--- src/rtl/wdt_pkg.sv ---
package wdt_pkg;

    typedef enum logic [1:0] {
        RATIO_MAIN_LO = 2'd0,
        RATIO_MAIN_HI = 2'd1,
        RATIO_SUB     = 2'd2
    } ratio_sel_e;

    function automatic int max3(input int a, input int b, input int c);
        int m;
        m = a;
        if (b > m) m = b;
        if (c > m) m = c;
        return m;
    endfunction

endpackage

--- src/rtl/wdt_prescaler.sv ---
module wdt_prescaler
    import wdt_pkg::*;
#(
    parameter int DIV_LO  = 16,
    parameter int DIV_HI  = 128,
    parameter int DIV_SUB = 2
) (
    input  logic clk,
    input  logic rst_n,
    input  logic en,
    input  logic clr,
    input  logic sub_sel,
    input  logic ratio_hi,
    output logic tick
);

    localparam int DMAX = max3(DIV_LO, DIV_HI, DIV_SUB);
    localparam int PW   = (DMAX > 2) ? $clog2(DMAX) : 1;

    typedef struct packed {
        logic [PW-1:0] phase;
    } pre_state_t;

    pre_state_t s_d, s_q;
    ratio_sel_e sel;
    logic [PW-1:0] last;

    always_comb begin
        if (sub_sel)       sel = RATIO_SUB;
        else if (ratio_hi) sel = RATIO_MAIN_HI;
        else               sel = RATIO_MAIN_LO;

        case (sel)
            RATIO_MAIN_HI: last = PW'(DIV_HI - 1);
            RATIO_SUB:     last = PW'(DIV_SUB - 1);
            default:       last = PW'(DIV_LO - 1);
        endcase

        tick = en && (s_q.phase >= last);

        s_d = s_q;
        if (clr)       s_d.phase = '0;
        else if (tick) s_d.phase = '0;
        else if (en)   s_d.phase = s_q.phase + 1'b1;
    end

    always_ff @(posedge clk or negedge rst_n) begin
        if (!rst_n) s_q <= '0;
        else        s_q <= s_d;
    end


    hold_phase_chk: assert property (@(posedge clk) disable iff (!rst_n)
        (!en && !clr) |=> $stable(s_q.phase));


    clr_phase_chk: assert property (@(posedge clk) disable iff (!rst_n)
        clr |=> (s_q.phase == '0));

endmodule

--- src/rtl/wdt_counter.sv ---
module wdt_counter #(
    parameter int CNT_W = 15
) (
    input  logic             clk,
    input  logic             rst_n,
    input  logic             load,
    input  logic             tick,
    output logic [CNT_W-1:0] value,
    output logic             underflow
);

    localparam logic [CNT_W-1:0] FULL = {CNT_W{1'b1}};

    typedef struct packed {
        logic [CNT_W-1:0] cnt;
        logic             uf;
    } cnt_state_t;

    cnt_state_t s_d, s_q;

    always_comb begin
        s_d    = s_q;
        s_d.uf = 1'b0;
        if (load) begin
            s_d.cnt = FULL;
        end else if (tick) begin
            if (s_q.cnt == '0) begin
                s_d.cnt = FULL;
                s_d.uf  = 1'b1;
            end else begin
                s_d.cnt = s_q.cnt - 1'b1;
            end
        end
    end

    always_ff @(posedge clk or negedge rst_n) begin
        if (!rst_n) begin
            s_q.cnt <= FULL;
            s_q.uf  <= 1'b0;
        end else begin
            s_q <= s_d;
        end
    end

    assign value     = s_q.cnt;
    assign underflow = s_q.uf;


    count_step_chk: assert property (@(posedge clk) disable iff (!rst_n)
        (s_q.cnt != $past(s_q.cnt)) |-> ((s_q.cnt == $past(s_q.cnt) - 1'b1) || (s_q.cnt == FULL)));


    irq_reload_chk: assert property (@(posedge clk) disable iff (!rst_n)
        s_q.uf |-> (s_q.cnt == FULL));


    irq_pulse_chk: assert property (@(posedge clk) disable iff (!rst_n)
        s_q.uf |=> !s_q.uf);

endmodule

--- src/rtl/wdt_top.sv ---
module wdt_top #(
    parameter int CNT_W   = 15,
    parameter int DIV_LO  = 16,
    parameter int DIV_HI  = 128,
    parameter int DIV_SUB = 2
) (
    input  logic             clk,
    input  logic             rst_n,
    input  logic             clk_sub_sel,
    input  logic             div_hi,
    input  logic             start_wr,
    input  logic             hold,
    output logic             irq,
    output logic [CNT_W-1:0] count
);

    localparam logic [CNT_W-1:0] FULL = {CNT_W{1'b1}};

    typedef struct packed {
        logic running;
    } top_state_t;

    top_state_t s_d, s_q;
    logic pre_en;
    logic pre_tick;

    always_comb begin
        s_d         = s_q;
        s_d.running = s_q.running | start_wr;
        pre_en      = s_q.running && !hold && !start_wr;
    end

    always_ff @(posedge clk or negedge rst_n) begin
        if (!rst_n) s_q <= '0;
        else        s_q <= s_d;
    end

    wdt_prescaler #(
        .DIV_LO  (DIV_LO),
        .DIV_HI  (DIV_HI),
        .DIV_SUB (DIV_SUB)
    ) u_pre (
        .clk      (clk),
        .rst_n    (rst_n),
        .en       (pre_en),
        .clr      (start_wr),
        .sub_sel  (clk_sub_sel),
        .ratio_hi (div_hi),
        .tick     (pre_tick)
    );

    wdt_counter #(
        .CNT_W (CNT_W)
    ) u_cnt (
        .clk       (clk),
        .rst_n     (rst_n),
        .load      (start_wr),
        .tick      (pre_tick),
        .value     (count),
        .underflow (irq)
    );


    run_sticky_chk: assert property (@(posedge clk) disable iff (!rst_n)
        s_q.running |=> s_q.running);


    idle_full_chk: assert property (@(posedge clk) disable iff (!rst_n)
        !s_q.running |-> (count == FULL && !irq));


    hold_count_chk: assert property (@(posedge clk) disable iff (!rst_n)
        (hold && !start_wr) |=> ($stable(count) && !irq));


    start_load_chk: assert property (@(posedge clk) disable iff (!rst_n)
        start_wr |=> (count == FULL && !irq));

endmodule

--- config.mk ---
export PLATFORM = sky130hd
export DESIGN_NAME = wdt_top
export DESIGN_NICKNAME = d
export VERILOG_FILES = /design/src/rtl/wdt_pkg.sv /design/src/rtl/wdt_prescaler.sv /design/src/rtl/wdt_counter.sv /design/src/rtl/wdt_top.sv
export SDC_FILE = /design/constraint.sdc
export NUM_CORES = 1
export LEC_CHECK = 0
export CORE_MARGIN = 3
export CORE_UTILIZATION = 53
export CTS_CLUSTER_SIZE = 12
export DETAILED_ROUTE_END_ITERATION = 16
export GPL_TIMING_DRIVEN = 0
export PLACE_DENSITY = 0.79
export SLEW_MARGIN = 25
export SYNTH_ARGS = -nofsm -noshare
export SYNTH_HDL_FRONTEND = slang
export SYNTH_HIERARCHICAL = 1
export SYNTH_SLANG_ARGS = --single-unit
--- constraint.sdc ---
create_clock -name clk -period 3.1 [get_ports clk]
set_input_delay 0.62 -clock clk [delete_from_list [all_inputs] [get_ports clk]]
set_output_delay 0.62 -clock clk [all_outputs]
set_load 0.05 [all_outputs]
==> results of run 1 <==
-- logic make-up after synthesis --
family          Yosys count
fa+ha+maj                 9
mux                       1
compound gates           24
simple gates             58
buf+inv                   8
flops                    24
xor+xnor                 12
-- metal layers --
layer / up-vias / part of all wire
met4: 0 / 0.013
met1: 568 / 0.47
met2: 24 / 0.49
li1: 555 / -
met3: 5 / 0.035
met5: - / 0
-- registers in the layout (all words and copies together) (netlist names) --
| signal | count |
|---|---|
| u_cnt/underflow | 1 |
| u_pre/s_q | 7 |
| u_cnt/value | 15 |
| s_q | 1 |
-- where the power goes --
group / switching (mW) / total, mW / internal (mW) / leakage, nW
sequential: 0.00320 / 0.320 / 0.317 / 0.277
clock: 0.0922 / 0.143 / 0.0504 / 0.0150
combinational: 0.0279 / 0.0478 / 0.0199 / 0.409
total: 0.123 / 0.510 / 0.387 / 0.701
-- final cells by class --
| type | count | area [um^2] |
|---|---|---|
| clock buffer | 4 | 26.3 |
| timing repair buffer | 26 | 245 |
| multi-input combinational | 104 | 805 |
| sequential | 24 | 619 |
| inverter | 3 | 11.3 |
| tap | 30 | 37.5 |
| buffer | 5 | 27.5 |
| fill | 193 | 728 |
-- worst register-to-register path: stages, from the launching register on --
cell and delay [ns]:
dfrtp_1 0.45, ha_1 0.32, o211ai_1 0.13, o21ai_1 0.17
a41o_4 0.23, or3b_2 0.49, nor4_4 0.31, a31oi_4 0.16
buf_4 0.20, nand2_1 0.08
-- repair_timing --
| item | 4_1_cts | 5_1_grt |
|---|---|---|
| endpoints found under the setup margin | 16 | 12 |
| resized for setup | 4 | 5 |
| pin swaps | 1 | 3 |
| hold endpoints to repair | 0 | 0 |
| buffers inserted | 2 | 3 |
-- stage by stage --
stage / power, mW / area, um^2 / setup slack, ns
finish: 0.510 / 1770 / 0.0938
global route: 0.537 / 1770 / 0.00638
CTS: 0.513 / 1730 / 0.0574
detailed placement: 0.367 / 1670 / -0.583
global placement: 0.365 / 1670 / -0.521
floorplan: 0.346 / 1420 / 0.278
-- layout by cell type (no fill, tap or decap), types with 2 or more instances in the layout --
master	count
a21oi_1	3
buf_2	2
o2111ai_1	3
buf_4	7
nor2_1	7
inv_1	3
or4_1	4
o211ai_1	2
nand4b_1	2
o31ai_1	2
or2_2	2
o21ai_0	5
nand3_1	5
or3_1	5
dfstp_2	15
xnor2_1	6
clkbuf_4	3
ha_1	9
dfrtp_1	9
clkbuf_1	3
nand2_1	15
xor2_1	6
nor3_2	5
o21ai_1	3
nor4_1	2
clkdlybuf4s50_1	19
-- path summary, 6_finish.rpt --
check	from	end	slack [ns]	cells after the start
setup / recovery	div_hi	u_cnt/value[10]	0.09	11
hold / removal	rst_n	u_pre/s_q[6]	0.25	1
setup reg to reg	u_pre/s_q[4]	u_cnt/value[10]	0.50	9
hold reg to reg	s_q	s_q	0.49	1
max in group asynchronous	rst_n	u_cnt/value[11]	2.47	1
min in group clk	s_q	s_q	0.49	1
==> results by group, run 1 <==
Global routing
  • Met3 Usage GRT: 0.0356
  • Gr usage total: 0.210
  • GR Util met1: 0.282
  • Initial antenna violation count: 0
  • Gr busiest metal: met2
  • GR Overflow Total: 0
  • Largest net degree at the start of global routing: 25
  • Vias in the first global route: 1220
  • First-pass GRT wire length: 5510 um
  • Met2 Usage GRT: 0.340

Clock network
  • CTS tree: done
  • Clk_lat worst skew: 0.32 ns
  • CTS hold repair buffers: 0
  • CTS clk-pin slew, worst paths: about 0.13 ns
  • CTS Buf Count: 3
  • Sink Count: 24
  • H-Tree Depth: 1
  • Root buffer cell: clkbuf_4
  • Clk buf depth: 2

Synth
  • Largest family of logic cells by synthesized area: simple AND/OR/NAND/NOR gates
  • Post-synthesis sequential area ratio: 0.437
  • Post-Syn Area: 0.00142 mm^2
  • Number of synthesized flops with an enable pin: 0
  • Synth cell types: 42
  • Synth top cells by count: 15 x dfstp_2, 15 x nand2_1, 9 x dfrtp_1, 9 x ha_1, 7 x nor2_1
  • Post-synthesis register bit count: 24
  • Synth Area in Compound Gates: 0.124
  • Cells after synthesis: 136
  • Async set or reset register ratio after synthesis: 1.00
  • Synth Flop Type: dfstp_2
  • Post-Synth Adder-Cell Area: 0.0794
  • Post-Synth XOR/XNOR Area: 0.0741
  • Yosys warning total: 6
  • Synth top area cells: dfstp_2 28%, dfrtp_1 16%, ha_1 7.9%, nand2_1 4.0%, xnor2_1 3.7%
  • Mux contribution to synthesized area: 0.00794
  • Syn avg cell area: 10.4 um^2
  • Dominant cell type by area after synthesis: dfstp_2
  • Simple logic cell fraction of the synthesized area: 0.252
  • Synth top area share: 0.278
  • Syn Nets: 151

STA
  • Hold Slack: 0.252 ns
  • Skew final: about 0.0097 ns
  • Final setup fails: 0
  • RSZ-0062 raised after global routing: false
  • Period utilization: 0.970
  • Worst Tran Pin Value: 0.521 ns
  • Max Clock Freq: 333 MHz
  • Slew margin rel.: 0.653
  • Tmin final: approximately 3.0 ns
  • Final hold vios: 0
  • Setup_tns: 0 ns
  • Pins Over Slew Limit: 0

Placement
  • Placed Instances: 187
  • HPWL after DPL: ~2200 um
  • IO Port Bufs: 21
  • Gpl congestion: 0.843

Die
  • Core ar.: 0.00250 mm^2
  • Die Footprint: 0.00333 mm^2
  • # IOs: 22
  • Initial core utilization: 0.567
  • Row count: 18
  • Chip width: roughly 58 um
  • Die Ht: just under 60 um

Drt
  • DR DRC count: 0
  • TritonRoute pass-1 iters: 4
  • DRT iter0 DRCs: 46
  • Routed WL per cell: about 16 um
  • Vias per inst: 5.88
  • Vias after detailed routing: 1152
  • Drt total wl: 3080 um
  • Post-DRT Antenna Nets: 0

Worst setup path
  • WS Path Type: in -> reg
  • Worst-path maximum fanout: 10
  • Crit path cell chain: clkdlybuf4s50_1 > nand2b_4 > ha_1 > o211ai_1 > o21ai_1 > a41o_4 > or3b_2 > nor4_4 > a31oi_4 > buf_4 > nand2_1
  • Required time of the critical path: 3.36 ns
  • Worst path buffer plus inverter count: 2
  • Crit-path max cell delay: roughly 0.50 ns
  • Top Family by Delay on Critical Path: simple AND/OR/NAND/NOR gates
  • Endpoint class of the critical path: flop
  • CP Launch Type: input pin
  • Worst-path cell with the longest stage delay: clkdlybuf4s50_1
  • Critical Path AT: about 3.3 ns

Layout
  • ANT cells: 0
  • Layout Cells excl Fill: 196
  • Final #Nets: approximately 180
  • Fin util: 0.709
  • Layout cell share with drive strength beyond 1: 0.271
  • Area delta synth->final: 25.0%

Power
  • Leak: 0.701 nW
  • Pwr dens: 288 mW/mm^2
  • VDD IR max: 292 uV

Outcome
  • Status: finished clean

Worst hold path
  • Hold WC Path Type: in -> async

Job
  • Max cap viols: 0
No activity file was read; power rests on OpenSTA's default activity.
==> run 2, diff against run 1 <==
--- a/config.mk
+++ b/config.mk
@@ -10,6 +10,7 @@
 export CTS_CLUSTER_SIZE = 12
 export DETAILED_ROUTE_END_ITERATION = 16
 export GPL_TIMING_DRIVEN = 0
+export MAX_ROUTING_LAYER = met4
 export PLACE_DENSITY = 0.79
 export SLEW_MARGIN = 25
 export SYNTH_ARGS = -nofsm -noshare
==> run 2 against run 1 <==
Against the previous run:
- non-clock buffer count is the same
- sequential share of layout area is the same
- die area is the same
- worst hold slack is essentially flat
- worst setup slack lost 0.0043 ns
- clock skew is essentially flat
- register-to-register slack is essentially flat
- critical path depth is the same
- count of clock-buffer cells in the layout is the same
- fmax shrank 0.14%
==> results by group, run 2 (synthesis results as in run 1) <==
Power
  • VDD IR max: 292 uV
  • Power, Total: 0.510 mW
  • Leak: 0.701 nW
  • Clk pwr share: 0.279
  • Int Pwr: 0.387 mW
  • Pwr dens: approximately 290 mW/mm^2
  • Sequential share of power: 0.627
  • Comb power frac: 0.094
  • Sw frac: 0.241
  • Psw: roughly 0.12 mW

Worst setup path
  • Worst-path cell with the longest stage delay: clkdlybuf4s50_1
  • CP Launch Type: input pin
  • Critical Path AT: 3.27 ns
  • Endpoint class of the critical path: flop
  • R2R depth: 9
  • Crit-path max cell delay: 0.50 ns
  • Crit path cell chain: clkdlybuf4s50_1 > nand2b_4 > ha_1 > o211ai_1 > o21ai_1 > a41o_4 > or3b_2 > nor4_4 > a31oi_4 > buf_4 > nand2_1
  • WS Path Type: in -> reg
  • Worst-path maximum fanout: 10
  • Required time of the critical path: approximately 3.4 ns

STA
  • Skew final: 0.0102 ns
  • Tmin final: between 3 and 4 ns
  • Final hold vios: 0
  • Final WS setup: 0.0895 ns
  • Period utilization: 0.971
  • Max Clock Freq: 332 MHz
  • Pins Over Slew Limit: 0
  • Final setup fails: 0
  • Slew margin rel.: 0.651
  • Worst Tran Pin Value: 0.524 ns
  • RSZ-0062 raised after global routing: false

Die
  • Chip width: 57.7 um
  • Die Ht: roughly 58 um
  • Die Footprint: 0.00333 mm^2
  • Core ar.: approximately 0.0025 mm^2
  • # IOs: 22
  • Row count: 18
  • Initial core utilization: 0.567

Placement
  • IO Port Bufs: 21
  • HPWL after DPL: 2180 um
  • Pre-CTS WS: -0.583 ns
  • Gpl congestion: 0.856

Drt
  • Vias after detailed routing: ~1200
  • Vias per inst: 5.89
  • DRT iter0 DRCs: 46
  • Post-DRT Antenna Nets: 0
  • Drt total wl: 3090 um
  • Routed WL per cell: roughly 16 um
  • TritonRoute pass-1 iters: 4
  • DR DRC count: 0

Clock network
  • CTS tree: done
  • CTS hold repair buffers: 0
  • CTS Buf Count: 3
  • Clk_lat worst skew: between 0.3 and 0.4 ns
  • CTS clk-pin slew, worst paths: approximately 0.13 ns
  • Sink Count: 24
  • Root buffer cell: clkbuf_4
  • H-Tree Depth: 1
  • Clk buf depth: 2

Layout
  • Fin util: 0.709
  • Layout cell share with drive strength beyond 1: 0.271
  • Fill cells: 193
  • Area delta synth->final: 25.0%
  • Max reg flops: 15
  • Storage cell area: 619 um^2
  • Multi-input gate area: 805 um^2
  • Commonest cells after routing, fill and taps aside: 19 x clkdlybuf4s50_1, 15 x nand2_1, 15 x dfstp_2
  • ANT cells: 0
  • Final #Nets: about 180
  • Commonest non-fill, non-tap cell in the layout: clkdlybuf4s50_1

Global routing
  • Gr usage total: 0.217
  • Vias in the first global route: between 1000 and 1500
  • Largest net degree at the start of global routing: 25
  • First-pass GRT wire length: 5530 um
  • GR Overflow Total: 0
  • Initial antenna violation count: 0

Worst hold path
  • Hold WC Path Type: in -> async

Outcome
  • Status: finished clean

Job
  • Max cap viols: 0
[run 2: repair_timing]
item,4_1_cts,5_1_grt
pin swaps,1,3
setup buffers,2,3
setup endpoints to repair,16,12
gates resized for setup,4,5
[run 2: worst paths after layout]
check                                   from               to  slack, ns
worst min-delay path                   rst_n     u_pre/s_q[6]       0.25
max in group asynchronous              rst_n  u_cnt/value[11]       2.47
worst max register to register  u_pre/s_q[4]  u_cnt/value[10]       0.50
worst min register to register           s_q              s_q       0.49
min in group clk                         s_q              s_q       0.49
worst max-delay path                  div_hi  u_cnt/value[10]       0.09
[run 2: power by group through the flow]
stage               registers [mW]  logic (mW)  clock network [mW]
global route                 0.320      0.0521               0.165
floorplan                    0.324      0.0217                   0
global placement             0.324      0.0404                   0
detailed placement           0.325      0.0427                   0
CTS                          0.320      0.0451               0.148
finish                       0.320      0.0479               0.142
[run 2: per-layer routing]
metal	share of wire	vias to the layer above	GRT usage	wire length, um
li1	-	556	-	-
met1	0.47	567	0.286	1450
met2	0.48	27	0.339	1490
met3	0.036	5	0.0334	112
met4	0.013	0	0.0762	40
met5	0	-	-	0
[run 2: metrics by stage]
stage	TNS (ns)	hold slack, ns	cells	cell area, um^2
floorplan	0	0.324	136	1420
global placement	-7.21	0.439	187	1670
detailed placement	-8.23	0.448	187	1670
CTS	0	0.482	193	1730
global route	0	0.264	196	1770
finish	0	0.251	196	1770
[run 2: area by class of cell]
type                       instances  area share
clock buffer                       4      0.0148
buffer                             5      0.0155
tap                               30      0.0212
inverter                           3     0.00636
timing repair buffer              26       0.138
multi-input combinational        104       0.454
sequential                        24       0.350
[run 2: critical path: cells and delay by family]
kind                     cells  cell delay, ns
buffers and inverters        2            0.70
AND/OR/NAND/NOR              4            0.95
adder cells (fa/ha/maj)      1            0.30
AO/OA/AOI/OAI                4            0.69
